**src/rtl/nvm_guard_pkg.sv**
```systemverilog
`timescale 1ns/1ps
package nvm_guard_pkg;
    localparam int SR_W     = 8;
    localparam int BIT_BUSY = 0;
    localparam int BIT_WEL  = 1;
    localparam int BIT_LVL0 = 2;
    localparam int BIT_LVL1 = 3;
    localparam int BIT_LOCK = 7;
    // bits a status write may change
    localparam logic [SR_W-1:0] SR_WRITABLE = 8'b1000_1100;

    typedef enum logic [1:0] {
        LVL_NONE    = 2'b00,
        LVL_QUARTER = 2'b01,
        LVL_HALF    = 2'b10,
        LVL_ALL     = 2'b11
    } prot_level_e;

    typedef struct packed {
        logic        wel;
        logic        busy;
        logic        lock_en;
        prot_level_e level;
        logic        pend;
        logic        pend_lock_en;
        prot_level_e pend_level;
    } guard_state_t;
endpackage

```
**src/rtl/nvm_guard_region.sv**
```systemverilog
`timescale 1ns/1ps
module nvm_guard_region
    import nvm_guard_pkg::*;
#(
    parameter int ADDR_W = 13
) (
    input  prot_level_e         level_i,
    input  logic [ADDR_W-1:0]   addr_i,
    output logic                hit_o
);
    localparam logic [ADDR_W-1:0] HALF_BASE = ADDR_W'(1) << (ADDR_W - 1);
    localparam logic [ADDR_W-1:0] QTR_BASE  = HALF_BASE | (HALF_BASE >> 1);

    logic in_half;
    logic in_quarter;

    always_comb begin
        in_half    = (addr_i >= HALF_BASE);
        in_quarter = (addr_i >= QTR_BASE);
        unique case (level_i)
            LVL_NONE:    hit_o = 1'b0;
            LVL_QUARTER: hit_o = in_quarter;
            LVL_HALF:    hit_o = in_half;
            default:     hit_o = 1'b1;
        endcase
    end
endmodule

```
**src/rtl/nvm_guard_perm.sv**
```systemverilog
`timescale 1ns/1ps
module nvm_guard_perm (
    input  logic wel_i,
    input  logic busy_i,
    input  logic lock_en_i,
    input  logic pin_i,
    input  logic region_hit_i,
    output logic arr_ok_o,
    output logic sr_ok_o
);
    logic open_window;
    logic pin_locked;

    always_comb begin
        open_window = wel_i & ~busy_i;
        pin_locked  = lock_en_i & ~pin_i;
        arr_ok_o    = open_window & ~region_hit_i;
        sr_ok_o     = open_window & ~pin_locked;
    end
endmodule

```
**src/rtl/nvm_guard_top.sv**
```systemverilog
`timescale 1ns/1ps
module nvm_guard_top
    import nvm_guard_pkg::*;
#(
    parameter int              ADDR_W     = 13,
    parameter logic [SR_W-1:0] SR_PRELOAD = 8'h00
) (
    input  logic              clk,
    input  logic              rst_n,
    input  logic              wp_pin_i,
    input  logic              arm_i,
    input  logic              disarm_i,
    input  logic              arr_wr_req_i,
    input  logic [ADDR_W-1:0] arr_addr_i,
    input  logic              sr_wr_req_i,
    input  logic [SR_W-1:0]   sr_wr_data_i,
    input  logic              cyc_done_i,
    output logic [SR_W-1:0]   status_o,
    output logic              arr_wr_ok_o,
    output logic              sr_wr_ok_o
);
    localparam guard_state_t RESET_STATE = '{
        wel:          1'b0,
        busy:         1'b0,
        lock_en:      SR_PRELOAD[BIT_LOCK],
        level:        prot_level_e'(SR_PRELOAD[BIT_LVL1:BIT_LVL0]),
        pend:         1'b0,
        pend_lock_en: 1'b0,
        pend_level:   LVL_NONE
    };

    guard_state_t st_d, st_q;
    logic         region_hit;
    logic         take_sr;
    logic         take_arr;
    logic [SR_W-1:0] sr_kept;

    nvm_guard_region #(.ADDR_W(ADDR_W)) u_region (
        .level_i (st_q.level),
        .addr_i  (arr_addr_i),
        .hit_o   (region_hit)
    );

    nvm_guard_perm u_perm (
        .wel_i        (st_q.wel),
        .busy_i       (st_q.busy),
        .lock_en_i    (st_q.lock_en),
        .pin_i        (wp_pin_i),
        .region_hit_i (region_hit),
        .arr_ok_o     (arr_wr_ok_o),
        .sr_ok_o      (sr_wr_ok_o)
    );

    always_comb begin
        st_d     = st_q;
        sr_kept  = sr_wr_data_i & SR_WRITABLE;
        take_sr  = sr_wr_req_i & sr_wr_ok_o;
        take_arr = arr_wr_req_i & arr_wr_ok_o & ~sr_wr_req_i;

        if (take_sr) begin
            st_d.busy         = 1'b1;
            st_d.pend         = 1'b1;
            st_d.pend_lock_en = sr_kept[BIT_LOCK];
            st_d.pend_level   = prot_level_e'(sr_kept[BIT_LVL1:BIT_LVL0]);
        end else if (take_arr) begin
            st_d.busy = 1'b1;
        end else if (cyc_done_i && st_q.busy) begin
            st_d.busy = 1'b0;
            st_d.pend = 1'b0;
            if (st_q.pend) begin
                st_d.lock_en = st_q.pend_lock_en;
                st_d.level   = st_q.pend_level;
            end
        end

        // clear beats set; an accepted write also clears
        if (disarm_i || take_sr || take_arr) begin
            st_d.wel = 1'b0;
        end else if (arm_i) begin
            st_d.wel = 1'b1;
        end
    end

    always_ff @(posedge clk or negedge rst_n) begin
        if (!rst_n) begin
            st_q <= RESET_STATE;
        end else begin
            st_q <= st_d;
        end
    end

    always_comb begin
        status_o                      = '0;
        status_o[BIT_LOCK]            = st_q.lock_en;
        status_o[BIT_LVL1:BIT_LVL0]   = st_q.level;
        status_o[BIT_WEL]             = st_q.wel;
        status_o[BIT_BUSY]            = st_q.busy;
    end
endmodule

```
**config.mk**
```make
export PLATFORM = sky130hd
export DESIGN_NAME = nvm_guard_top
export DESIGN_NICKNAME = d
export VERILOG_FILES = /design/src/rtl/nvm_guard_pkg.sv /design/src/rtl/nvm_guard_region.sv /design/src/rtl/nvm_guard_perm.sv /design/src/rtl/nvm_guard_top.sv
export SDC_FILE = /design/constraint.sdc
export NUM_CORES = 1
export LEC_CHECK = 0
export ABC_AREA = 1
export BUFFER_PORTS_ARGS = -buffer_cell sky130_fd_sc_hd__buf_2
export CELL_PAD_IN_SITES_DETAIL_PLACEMENT = 1
export CELL_PAD_IN_SITES_GLOBAL_PLACEMENT = 2
export CORE_ASPECT_RATIO = 1.75
export CORE_MARGIN = 2
export CORE_UTILIZATION = 19
export CTS_CLUSTER_DIAMETER = 80
export DETAILED_ROUTE_END_ITERATION = 10
export PLACE_DENSITY_LB_ADDON = 0.1
export SYNTH_ARGS = -nofsm -noshare
export SYNTH_HDL_FRONTEND = slang
export SYNTH_SLANG_ARGS = --single-unit
```
**constraint.sdc**
```tcl
create_clock -name clk -period 3 [get_ports clk]
set_input_delay 0.15 -clock clk [delete_from_list [all_inputs] [get_ports clk]]
set_output_delay 0.15 -clock clk [all_outputs]
set_load 0.03 [all_outputs]
```
### Yosys cells after proc, flatten, opt, wreduce, memory -nomap -nowiden

Cells that the tools add are included.
W data, S select, Z words.

* register bits after elaboration: 9
* input port bits: 29
* output and inout port bits: 10

* order comparisons: 2
* equal/unequal tests: 3
* mux-type cells: 9
* bitwise gates (word level): 14
* reductions and logical operators: 9

Operator list (number)
* $ge A13 B13 Y1 const B: 2
* $and A1 B1 Y1: 7
* $not A1 Y1: 7
* $mux W1: 6
* $mux W5: 1
* $reduce_and A4 Y1: 1
* $reduce_bool A2 Y1: 2
* $mux W3: 1
* $pmux W1 S3: 1
* $reduce_bool A3 Y1: 1
* $eq A2 B1 Y1 const B: 1
* $eq A2 B2 Y1 const B: 1
* $logic_not A2 Y1: 1
* $logic_or A1 B1 Y1: 2
* $ne A2 B2 Y1 const B: 1
* $reduce_and A2 Y1: 1
* $logic_and A1 B1 Y1: 1

### Logic depth before layout (Yosys ltp)

Gate-level depths: netlist of the first run.

* depth in word-level cells: 8
* mapped depth: 6
* gate-level depth less buffers: 6

### Modules after synthesis

A second synthesis of the first run with hierarchy kept.

* cell total of the unflattened synthesis: 59
* area total of the unflattened synthesis: 503.0 um2

Modules (own cells, without submodules)
* nvm_guard_top: times used 1, cells an instance 50, area each 464.2 um2
* nvm_guard_perm: times used 1, cells an instance 6, area each 25.0 um2
* nvm_guard_region: times used 1, cells an instance 3, area each 13.8 um2

### Least setup slack after synthesis of the first run

Ideal clock, no wire load.

* path kind: register to output
* start point: register st_q (netlist bit status_o[0])
* end point: output port arr_wr_ok_o
* arrival time: 1127 ps
* path slack: 1723 ps
* stages on the path, launching flop included: 4
* buffers on the path: 0
* cell sequence: dfrtp_1 > nor2_4 > inv_1 > a21oi_1

* longest elaborated chain between the ends: 3

RTL lines
* start, declared: RTL line nvm_guard_top.sv:32 `guard_state_t st_d, st_q;`
* start signal, assigned: RTL line nvm_guard_top.sv:88 `st_q <= st_d;`
* $not A1 Y1: RTL line nvm_guard_perm.sv:15 `open_window = wel_i & ~busy_i;`
* $and A1 B1 Y1: RTL line nvm_guard_perm.sv:15
* $and A1 B1 Y1: RTL line nvm_guard_perm.sv:17 `arr_ok_o = open_window & ~region_hit_i;`
* end, declared: RTL line nvm_guard_top.sv:19 `output logic arr_wr_ok_o,`

No other way between the ends.

### Worst setup path after layout of the first run

* start point: register st_q (netlist bit status_o[0])
* end point: output port sr_wr_ok_o

* longest elaborated chain between the ends: 3

RTL lines
* $not A1 Y1: RTL line nvm_guard_perm.sv:15
* $and A1 B1 Y1: RTL line nvm_guard_perm.sv:15
* $and A1 B1 Y1: RTL line nvm_guard_perm.sv:18 `sr_ok_o = open_window & ~pin_locked;`
* end, declared: RTL line nvm_guard_top.sv:20 `output logic sr_wr_ok_o`

No other way between the ends.

==> flow_metrics.env, run 1 <==
export IMPL_layout_commonest_cell="buf_2"
export IMPL_grt_pass1_vias=404
export IMPL_synthToLayoutAreaGrowth_pct=26.33
export IMPL_dieArea_um2=3041
export IMPL_cp_cell_sequence="nor2_4, inv_1, a21oi_1, buf_2"
export IMPL_drt_wl_total_um=1046
export IMPL_h_tree_depth=1
export IMPL_final_antenna_net_count=0
export IMPL_rsz0062_at_grt="no"
export IMPL_initial_core_util=0.1983
export IMPL_cp_num_buf_inv=2
export IMPL_final_seq_area_um2=225.2
export IMPL_multi_input_area_um2=178.9
export IMPL_yosysWarnings=0
export IMPL_num_rows=24
export IMPL_tns_ns=0
export IMPL_final_cell_mix="19 x buf_2, 14 x nand2_1, 10 x inv_1"
export IMPL_critical_path_top_delay_family="flip-flops"
export IMPL_grt_usage=0.07614
export IMPL_worstPathArrival_ns=1.24
export IMPL_ys_ff_latch=9
export IMPL_dr_pass1_iters=2
export IMPL_setup_viol=0
export IMPL_cts_clk_slew_worst_paths_ns=0.05
export IMPL_cts_tree="done"
export IMPL_worstSkewPairLatency_ns=0.23
export IMPL_gp_congestion=0.6886
export IMPL_synth_avg_cell_area_um2=8.102
export IMPL_grt_max_degree=10
export IMPL_p_per_area_nw_per_um2=874.2
export IMPL_cts_setup_buffers=0
export IMPL_ir_worst_vdd_mv=0.2270
export IMPL_fmax_mhz=719.0
export IMPL_start_kind="flip-flop"
export IMPL_end_kind="output port"
export IMPL_via_count=410
export IMPL_antenna_cells=0
export IMPL_fin_crit_sh=0.4636
export IMPL_worstPathMaxFanout=5
export IMPL_leakage_nw=0.3548
export IMPL_cts_repair_resized=0
export IMPL_routedWlPerCell_um=9.962
export IMPL_fillers=320
export IMPL_slew_violations=0
export IMPL_synth_cell_types=13
export IMPL_clkSinkCount=9
export IMPL_finalCriticalPeriod_ns=1.391
export IMPL_hold_viol=0
export IMPL_drt_iter0_drc=3
export IMPL_antenna_found_initial=0
export IMPL_cap_violations=0
export IMPL_port_buffer_count=19
export IMPL_skew_ns=0.001277
export IMPL_die_h_um=71.47
export IMPL_cpMaxStageDelayCell="dfrtp_1"
export IMPL_seq_area_frac_synth=0.4557
export IMPL_clk_path_buf_depth=2
export IMPL_grt_overflow=0
export IMPL_post_place_ws_ns=1.838
export IMPL_cts_buffers=3
export IMPL_setup_slack_ns=1.609
export IMPL_drive_gt1_frac=0.3165
export IMPL_syn_area_um2=494.2
export IMPL_layout_nets=109
export IMPL_grt_pass1_wl_um=1683
export IMPL_hpwl_um=830.6
export IMPL_status="complete, no violations"
export IMPL_ctsRootBufferMaster="clkbuf_8"
export IMPL_io_pins=39
export IMPL_hold_buffers=1
export IMPL_die_width_um=42.56
export IMPL_synthCells=61
export IMPL_crit_path_max_incr_delay_ns=0.44
export IMPL_drcViolationCount=0
export IMPL_crit_type="reg -> out"
export IMPL_vias_per_cell=3.905
export IMPL_critPathRequiredTime_ns=2.85
export IMPL_hp_class="in -> reg"
export IMPL_core_area_um2=2492
==> per-layer routing <==
metal,GRT usage,up-vias,wire length (µm)
met4,0.06250,0,31
li1,-,209,-
met3,0.02015,4,77
met1,0.07437,183,385
met2,0.1299,14,551
met5,0,-,0
==> worst reg2reg max path, cell delays in order (launching register included) <==
cell,delay [ns]
dfrtp_1,0.44
nor2_4,0.18
nand3_4,0.14
nor2_1,0.12
a21oi_1,0.05
==> path summary, 6_finish.rpt <==
check / cells past startpoint / end / slack (ns) / start
worst max-delay path: 4 / sr_wr_ok_o / 1.61 / status_o[0]
worst min-delay path: 3 / st_q[1] / 0.15 / sr_wr_data_i[3]
worst max register to register: 4 / st_q[2] / 1.95 / status_o[0]
worst min register to register: 2 / st_q[0] / 0.49 / st_q[0]
max in group asynchronous: 2 / status_o[3] / 2.51 / rst_n
min in group asynchronous: 2 / st_q[0] / 0.30 / rst_n
==> power by group <==
part	internal (mW)	total (mW)	switching, mW
sequential	0.173	0.207	0.0338
clock	0.0926	0.141	0.0482
combinational	0.0633	0.198	0.135
==> stage by stage <==
stage | std cells | area, µm² | power, mW | util | hold slack (ns)
4_1_cts | 105 | 624.3 | 0.5588 | 0.2505 | 0.1488
3_3_place_gp | 100 | 569.3 | 0.4071 | 0.2284 | 0.02365
5_1_grt | 105 | 624.3 | 0.5915 | 0.2505 | 0.1662
3_5_place_dp | 100 | 569.3 | 0.4099 | 0.2284 | 0.02204
2_1_floorplan | 63 | 501.7 | 0.3852 | - | -0.1456
6_report | 105 | 624.3 | 0.5458 | 0.2505 | 0.1518
==> layout make-up <==
type / count / share of cell area
clock buffers: 4 / 0.07214
well taps: 26 / 0.05210
inverters: 10 / 0.06012
repair buffers: 20 / 0.1683
multi-input cells: 36 / 0.2866
flip-flops and latches: 9 / 0.3607
==> cell usage after synthesis <==
cell type	count	share of area
conb_1	1	0.0076
nand3_4	1	0.035
o21bai_1	1	0.015
inv_1	10	0.076
dfrtp_1	9	0.46
nand2_1	14	0.11
nand3_1	2	0.020
nor2_1	5	0.038
a21oi_1	5	0.051
nand3_2	1	0.020
buf_4	8	0.12
nor2_4	1	0.023
o21ai_1	3	0.030
==> sequential cells by signal, summed over array words and instances (netlist names) <==
signal and count:
st_q 4, status_o 5
==> logic make-up after synthesis <==
logic type,count (synthesis),synth area share
flops,9,0.4557
buf+inv,18,0.1975
simple gates,24,0.2430
other cells,1,0.007588
compound gates,9,0.09619
(Power assumes the default switching activity.)
==> run 2, diff against run 1 <==
--- a/config.mk
+++ b/config.mk
@@ -11,7 +11,7 @@
 export CELL_PAD_IN_SITES_GLOBAL_PLACEMENT = 2
 export CORE_ASPECT_RATIO = 1.75
 export CORE_MARGIN = 2
-export CORE_UTILIZATION = 19
+export CORE_UTILIZATION = 16
 export CTS_CLUSTER_DIAMETER = 80
 export DETAILED_ROUTE_END_ITERATION = 10
 export PLACE_DENSITY_LB_ADDON = 0.1
==> constraint.sdc (replaced) <==
create_clock -name clk -period 1.15 [get_ports clk]
set_input_delay 0.0575 -clock clk [delete_from_list [all_inputs] [get_ports clk]]
set_output_delay 0.0575 -clock clk [all_outputs]
set_load 0.03 [all_outputs]
==> run 2 against run 1 <==
Against the previous run: power increased to 2.8 times the previous value; critical path depth unchanged; via count increased by 2.4%; non-clock buffer count increased by 3; die area increased by 17%; register-to-register slack got worse by 1.8 ns; cell count increased by 4.8%; global-route usage decreased by 0.10 points; combinational power increased to 3.0 times the previous value; clock power increased to 2.6 times the previous value; clock skew about the same; critical endpoint unchanged.
==> flow_metrics.env, run 2 (synthesized netlist as in run 1, its figures left out) <==
export IMPL_crit_type="reg -> out"
export IMPL_final_cell_mix="17 x buf_2, 13 x nand2_1, 9 x dfrtp_1"
export IMPL_vias_per_cell=3.818
export IMPL_crit_path_max_incr_delay_ns=0.40
export IMPL_drt_iter0_drc=8
export IMPL_grt_usage=0.07511
export IMPL_drcViolationCount=0
export IMPL_critPathRequiredTime_ns=1.09
export IMPL_antenna_cells=0
export IMPL_synthToLayoutAreaGrowth_pct=35.95
export IMPL_hold_viol=0
export IMPL_grt_pass1_wl_um=1869
export IMPL_core_area_um2=2928
export IMPL_drive_gt1_frac=0.4146
export IMPL_h_tree_depth=1
export IMPL_slew_violations=0
export IMPL_dr_pass1_iters=3
export IMPL_multi_input_area_um2=188.9
export IMPL_drt_wl_total_um=1105
export IMPL_p_per_area_nw_per_um2=2241
export IMPL_cts_buffers=3
export IMPL_dieArea_um2=3567
export IMPL_antenna_found_initial=0
export IMPL_r2r_slack_ns=0.10
export IMPL_fin_total_pwr_mw=1.506
export IMPL_worstPathArrival_ns=1.06
export IMPL_num_rows=26
export IMPL_end_kind="output port"
export IMPL_start_kind="flip-flop"
export IMPL_cts_clk_slew_worst_paths_ns=0.05
export IMPL_critical_path_top_delay_family="flip-flops"
export IMPL_hp_class="in -> reg"
export IMPL_die_width_um=46.01
export IMPL_io_pins=39
export IMPL_ctsRootBufferMaster="clkbuf_8"
export IMPL_skew_ns=0.0009906
export IMPL_fin_crit_sh=0.9734
export IMPL_ir_worst_vdd_mv=0.5663
export IMPL_grt_pass1_vias=428
export IMPL_initial_core_util=0.1688
export IMPL_worstSkewPairLatency_ns=0.23
export IMPL_grt_max_degree=10
export IMPL_final_antenna_net_count=0
export IMPL_cpMaxStageDelayCell="dfrtp_1"
export IMPL_layout_nets=112
export IMPL_cts_tree="done"
export IMPL_final_seq_area_um2=225.2
export IMPL_clkSinkCount=9
export IMPL_worstPathMaxFanout=2
export IMPL_leakage_nw=0.3700
export IMPL_routedWlPerCell_um=10.05
export IMPL_via_count=420
export IMPL_cap_violations=0
export IMPL_largest_register_ffs=5
export IMPL_cp_num_buf_inv=2
export IMPL_cp_cell_sequence="nor2_4, inv_2, a21oi_2, buf_6"
export IMPL_port_buffer_count=19
export IMPL_fillers=363
export IMPL_layout_commonest_cell="buf_2"
export IMPL_rsz0062_at_grt="yes"
export IMPL_fin_util=0.2295
export IMPL_gp_congestion=0.5897
export IMPL_status="complete, no violations"
export IMPL_die_h_um=77.52
export IMPL_grt_overflow=0
export IMPL_fmax_mhz=893.4
export IMPL_setup_viol=0
export IMPL_clk_path_buf_depth=2
export IMPL_finalCriticalPeriod_ns=1.119
-- run 2: cell types whose count changed in the layout (fill, tap and decap cells not counted), moves of 2 or more --
cell	previous run	this run
a21oi_2	0	2
inv_1	10	7
buf_2	19	17
buf_4	0	3
inv_2	0	3
a21oi_1	5	3
buf_6	0	2
-- run 2: cell type report --
type	count	share of cell area
multi-input cells	36	0.2812
inverters	10	0.05587
clock buffers	4	0.06704
flip-flops and latches	9	0.3352
repair buffers	23	0.2086
well taps	28	0.05214
-- run 2: tightest hold or removal path: stages --
cell,delay (ns)
buf_2,0.09
inv_1,0.04
o21ai_1,0.06
-- run 2: final timing paths --
check | from | to | cells after the start
max | status_o[0] | sr_wr_ok_o | 4
min | sr_wr_data_i[3] | st_q[1] | 3
max reg2reg | status_o[0] | st_q[2] | 5
min reg2reg | st_q[0] | st_q[0] | 2
max in group asynchronous | rst_n | status_o[0] | 2
min in group asynchronous | rst_n | st_q[0] | 2
-- run 2: per-stage QoR --
step / instances / worst slack, ns / hold slack (ns) / area, µm² / TNS, ns
CTS: 110 / -0.001055 / 0.05879 / 654.4 / -0.001055
global route: 110 / -0.02599 / 0.07114 / 671.9 / -0.04030
global placement: 103 / 0.1540 / -0.06622 / 579.3 / 0
finish: 110 / 0.03064 / 0.05860 / 671.9 / 0
detailed placement: 103 / 0.1481 / -0.06661 / 579.3 / 0
floorplan: 63 / -0.03462 / -0.2381 / 501.7 / -0.06924
-- run 2: where the power goes --
part	switching, mW	internal, mW
clock	0.130	0.242
sequential	0.0876	0.451
combinational	0.383	0.212
-- run 2: timing repair --
action | in CTS | in global routing
buffers inserted | 2 | 0
endpoints found under the setup margin | 2 | 3
endpoints found under the hold margin | 9 | 0
hold buffers | 1 | 0
pin swaps | 1 | 2
resized for setup | 5 | 5
-- run 2: routing by layer --
| layer | vias up | wire length, µm | global-route usage |
|---|---|---|---|
| met1 | 191 | 392 | 0.07770 |
| li1 | 217 | - | - |
| met3 | 2 | 41 | 0.02093 |
| met4 | 0 | 21 | 0.06000 |
| met5 | - | 0 | 0 |
| met2 | 10 | 649 | 0.1181 |
==> run 3, diff against run 2 <==
--- a/config.mk
+++ b/config.mk
@@ -11,10 +11,11 @@
 export CELL_PAD_IN_SITES_GLOBAL_PLACEMENT = 2
 export CORE_ASPECT_RATIO = 1.75
 export CORE_MARGIN = 2
-export CORE_UTILIZATION = 16
+export CORE_UTILIZATION = 17
 export CTS_CLUSTER_DIAMETER = 80
 export DETAILED_ROUTE_END_ITERATION = 10
 export PLACE_DENSITY_LB_ADDON = 0.1
 export SYNTH_ARGS = -nofsm -noshare
 export SYNTH_HDL_FRONTEND = slang
+export SYNTH_HIERARCHICAL = 1
 export SYNTH_SLANG_ARGS = --single-unit
==> run 3 against run 2 <==
Against the previous run: the run now ends with setup timing left; core utilization grew 4.3 points; first-iteration DRC count grew 50%; die area shrank 3.9%; largest power group unchanged.
==> flow_metrics.env, run 3 <==
export IMPL_fmax_mhz=838.8
export IMPL_critPathRequiredTime_ns=1.09
export IMPL_hp_class="in -> reg"
export IMPL_layout_nets=115
export IMPL_end_kind="output port"
export IMPL_largest_register_ffs=5
export IMPL_die_h_um=75.96
export IMPL_grt_usage=0.08805
export IMPL_grt_max_degree=10
export IMPL_crit_type="reg -> out"
export IMPL_cts_tree="done"
export IMPL_cts_buffers=3
export IMPL_ir_worst_vdd_mv=0.8960
export IMPL_final_seq_area_um2=225.2
export IMPL_h_tree_depth=1
export IMPL_placed_cells_incl_taps=104
export IMPL_cap_violations=0
export IMPL_worstSkewPairLatency_ns=0.23
export IMPL_seq_area_frac_synth=0.4478
export IMPL_die_width_um=45.12
export IMPL_slew_violations=0
export IMPL_drt_iter0_drc=12
export IMPL_setup_viol=2
export IMPL_gp_congestion=0.6195
export IMPL_async_reset_ff_frac=1.000
export IMPL_grt_overflow=0
export IMPL_finalCriticalPeriod_ns=1.192
export IMPL_start_kind="flip-flop"
export IMPL_synth_common_cells="16 x nand2_1, 9 x dfrtp_1, 8 x buf_4, 5 x nand3_1, 4 x nor2_1"
export IMPL_synthCells=59
export IMPL_hpwl_um=1016
export IMPL_core_area_um2=2863
export IMPL_synth_edff_count=0
export IMPL_fin_crit_sh=1.037
export IMPL_cts_clk_slew_worst_paths_ns=0.05
export IMPL_synth_area_leaders="dfrtp_1 45%, buf_4 12%, nand2_1 12%, nand3_1 5.0%, nand2_2 3.7%"
export IMPL_grt_pass1_vias=478
export IMPL_drive_gt1_frac=0.5176
export IMPL_synth_cell_types=16
export IMPL_routedWlPerCell_um=11.16
export IMPL_fin_util=0.2727
export IMPL_via_count=463
export IMPL_synthToLayoutAreaGrowth_pct=55.22
export IMPL_drcViolationCount=0
export IMPL_leakage_nw=0.4022
export IMPL_worstPathMaxFanout=4
export IMPL_antenna_found_initial=0
export IMPL_fillers=363
export IMPL_violations="setup timing"
export IMPL_synthFlopType="dfrtp_1"
export IMPL_dr_pass1_iters=3
export IMPL_io_pins=39
export IMPL_post_place_ws_ns=-0.006614
export IMPL_ys_ff_latch=9
export IMPL_num_rows=26
export IMPL_setup_slack_ns=-0.04221
export IMPL_drt_wl_total_um=1261
export IMPL_grt_pass1_wl_um=2166
export IMPL_worstPathArrival_ns=1.13
export IMPL_multi_input_area_um2=277.8
export IMPL_skew_ns=0.001055
export IMPL_vias_per_cell=4.097
export IMPL_initial_core_util=0.1757
export IMPL_port_buffer_count=19
export IMPL_syn_area_um2=503.0
export IMPL_status="complete, but fails checks"
export IMPL_clk_path_buf_depth=2
export IMPL_ctsRootBufferMaster="clkbuf_8"
export IMPL_final_cell_mix="16 x buf_2, 13 x nand2_1, 9 x dfrtp_1"
export IMPL_final_antenna_net_count=0
export IMPL_p_per_area_nw_per_um2=2314
export IMPL_synth_area_leader_cell="dfrtp_1"
export IMPL_clkSinkCount=9
export IMPL_antenna_cells=0
export IMPL_rsz0062_at_grt="yes"
export IMPL_fin_cells=113
export IMPL_synthMostInstantiatedCell="nand2_1"
export IMPL_hold_viol=0
export IMPL_dieArea_um2=3427
export IMPL_yosysWarnings=6
export IMPL_fin_total_pwr_mw=1.807
export IMPL_synth_avg_cell_area_um2=8.525
export IMPL_layout_commonest_cell="buf_2"
export IMPL_yosysTopAreaCellShare=0.4478
run 3: final timing paths:
check | start | to | slack (ns) | cells after the start
setup / recovery | status_o[0] | sr_wr_ok_o | -0.04 | 5
hold / removal | sr_wr_data_i[3] | st_q[1] | 0.06 | 3
setup reg to reg | status_o[2] | status_o[2] | 0.01 | 6
hold reg to reg | st_q[3] | st_q[3] | 0.47 | 2
max in group asynchronous | rst_n | st_q[0] | 0.75 | 2
min in group asynchronous | rst_n | st_q[2] | 0.21 | 2
run 3: area by class of cell:
cell class | count | area share
Inverter | 4 | 0.01923
Timing Repair Buffer | 27 | 0.2340
Sequential cell | 9 | 0.2885
Multi-Input combinational cell | 41 | 0.3558
Tap cell | 28 | 0.04487
Clock buffer | 4 | 0.05769
run 3: report_power, final:
group / switching (mW) / internal [mW] / total, mW
Sequential: 0.0881 / 0.454 / 0.542
Combinational: 0.524 / 0.368 / 0.891
Clock: 0.131 / 0.242 / 0.373
Total: 0.743 / 1.06 / 1.81
run 3: routing by layer:
layer | global-route usage | vias to the layer above | wire (µm)
met1 | 0.1019 | 209 | 449
met5 | 0 | - | 0
li1 | - | 231 | -
met2 | 0.1386 | 18 | 688
met3 | 0.02143 | 5 | 83
met4 | 0.05294 | 0 | 39
run 3: repair_timing:
action,CTS,global route
resized for setup,9,7
hold buffers,2,0
pin swaps,2,1
endpoints found under the setup margin,5,12
cloned,0,1
setup buffers,2,0
endpoints found under the hold margin,10,0
run 3: critical path: stages (launching register included):
cell and delay, ns:
dfrtp_1 0.38, inv_2 0.07, nand2_4 0.07, nor2_4 0.14
buf_6 0.12, buf_6 0.12
run 3: metrics by stage:
step                area [µm²]  hold WS, ns   TNS [ns]
global route             780.7      0.08313     -1.153
global placement         630.6     -0.06828          0
floorplan                530.5      -0.2381    -0.2401
CTS                      748.2      0.05979    -0.1408
detailed placement       630.6     -0.06912  -0.007790
finish                   780.7      0.05805   -0.07169
run 3: logic make-up (layout without fill, tap and decap cells):
family          Yosys count  count (layout)  synth area share
compound gates            2               2           0.02487
other cells               1               3          0.007456
simple gates             35              36            0.3706
buf+inv                  12              35            0.1493
flops                     9               9            0.4478
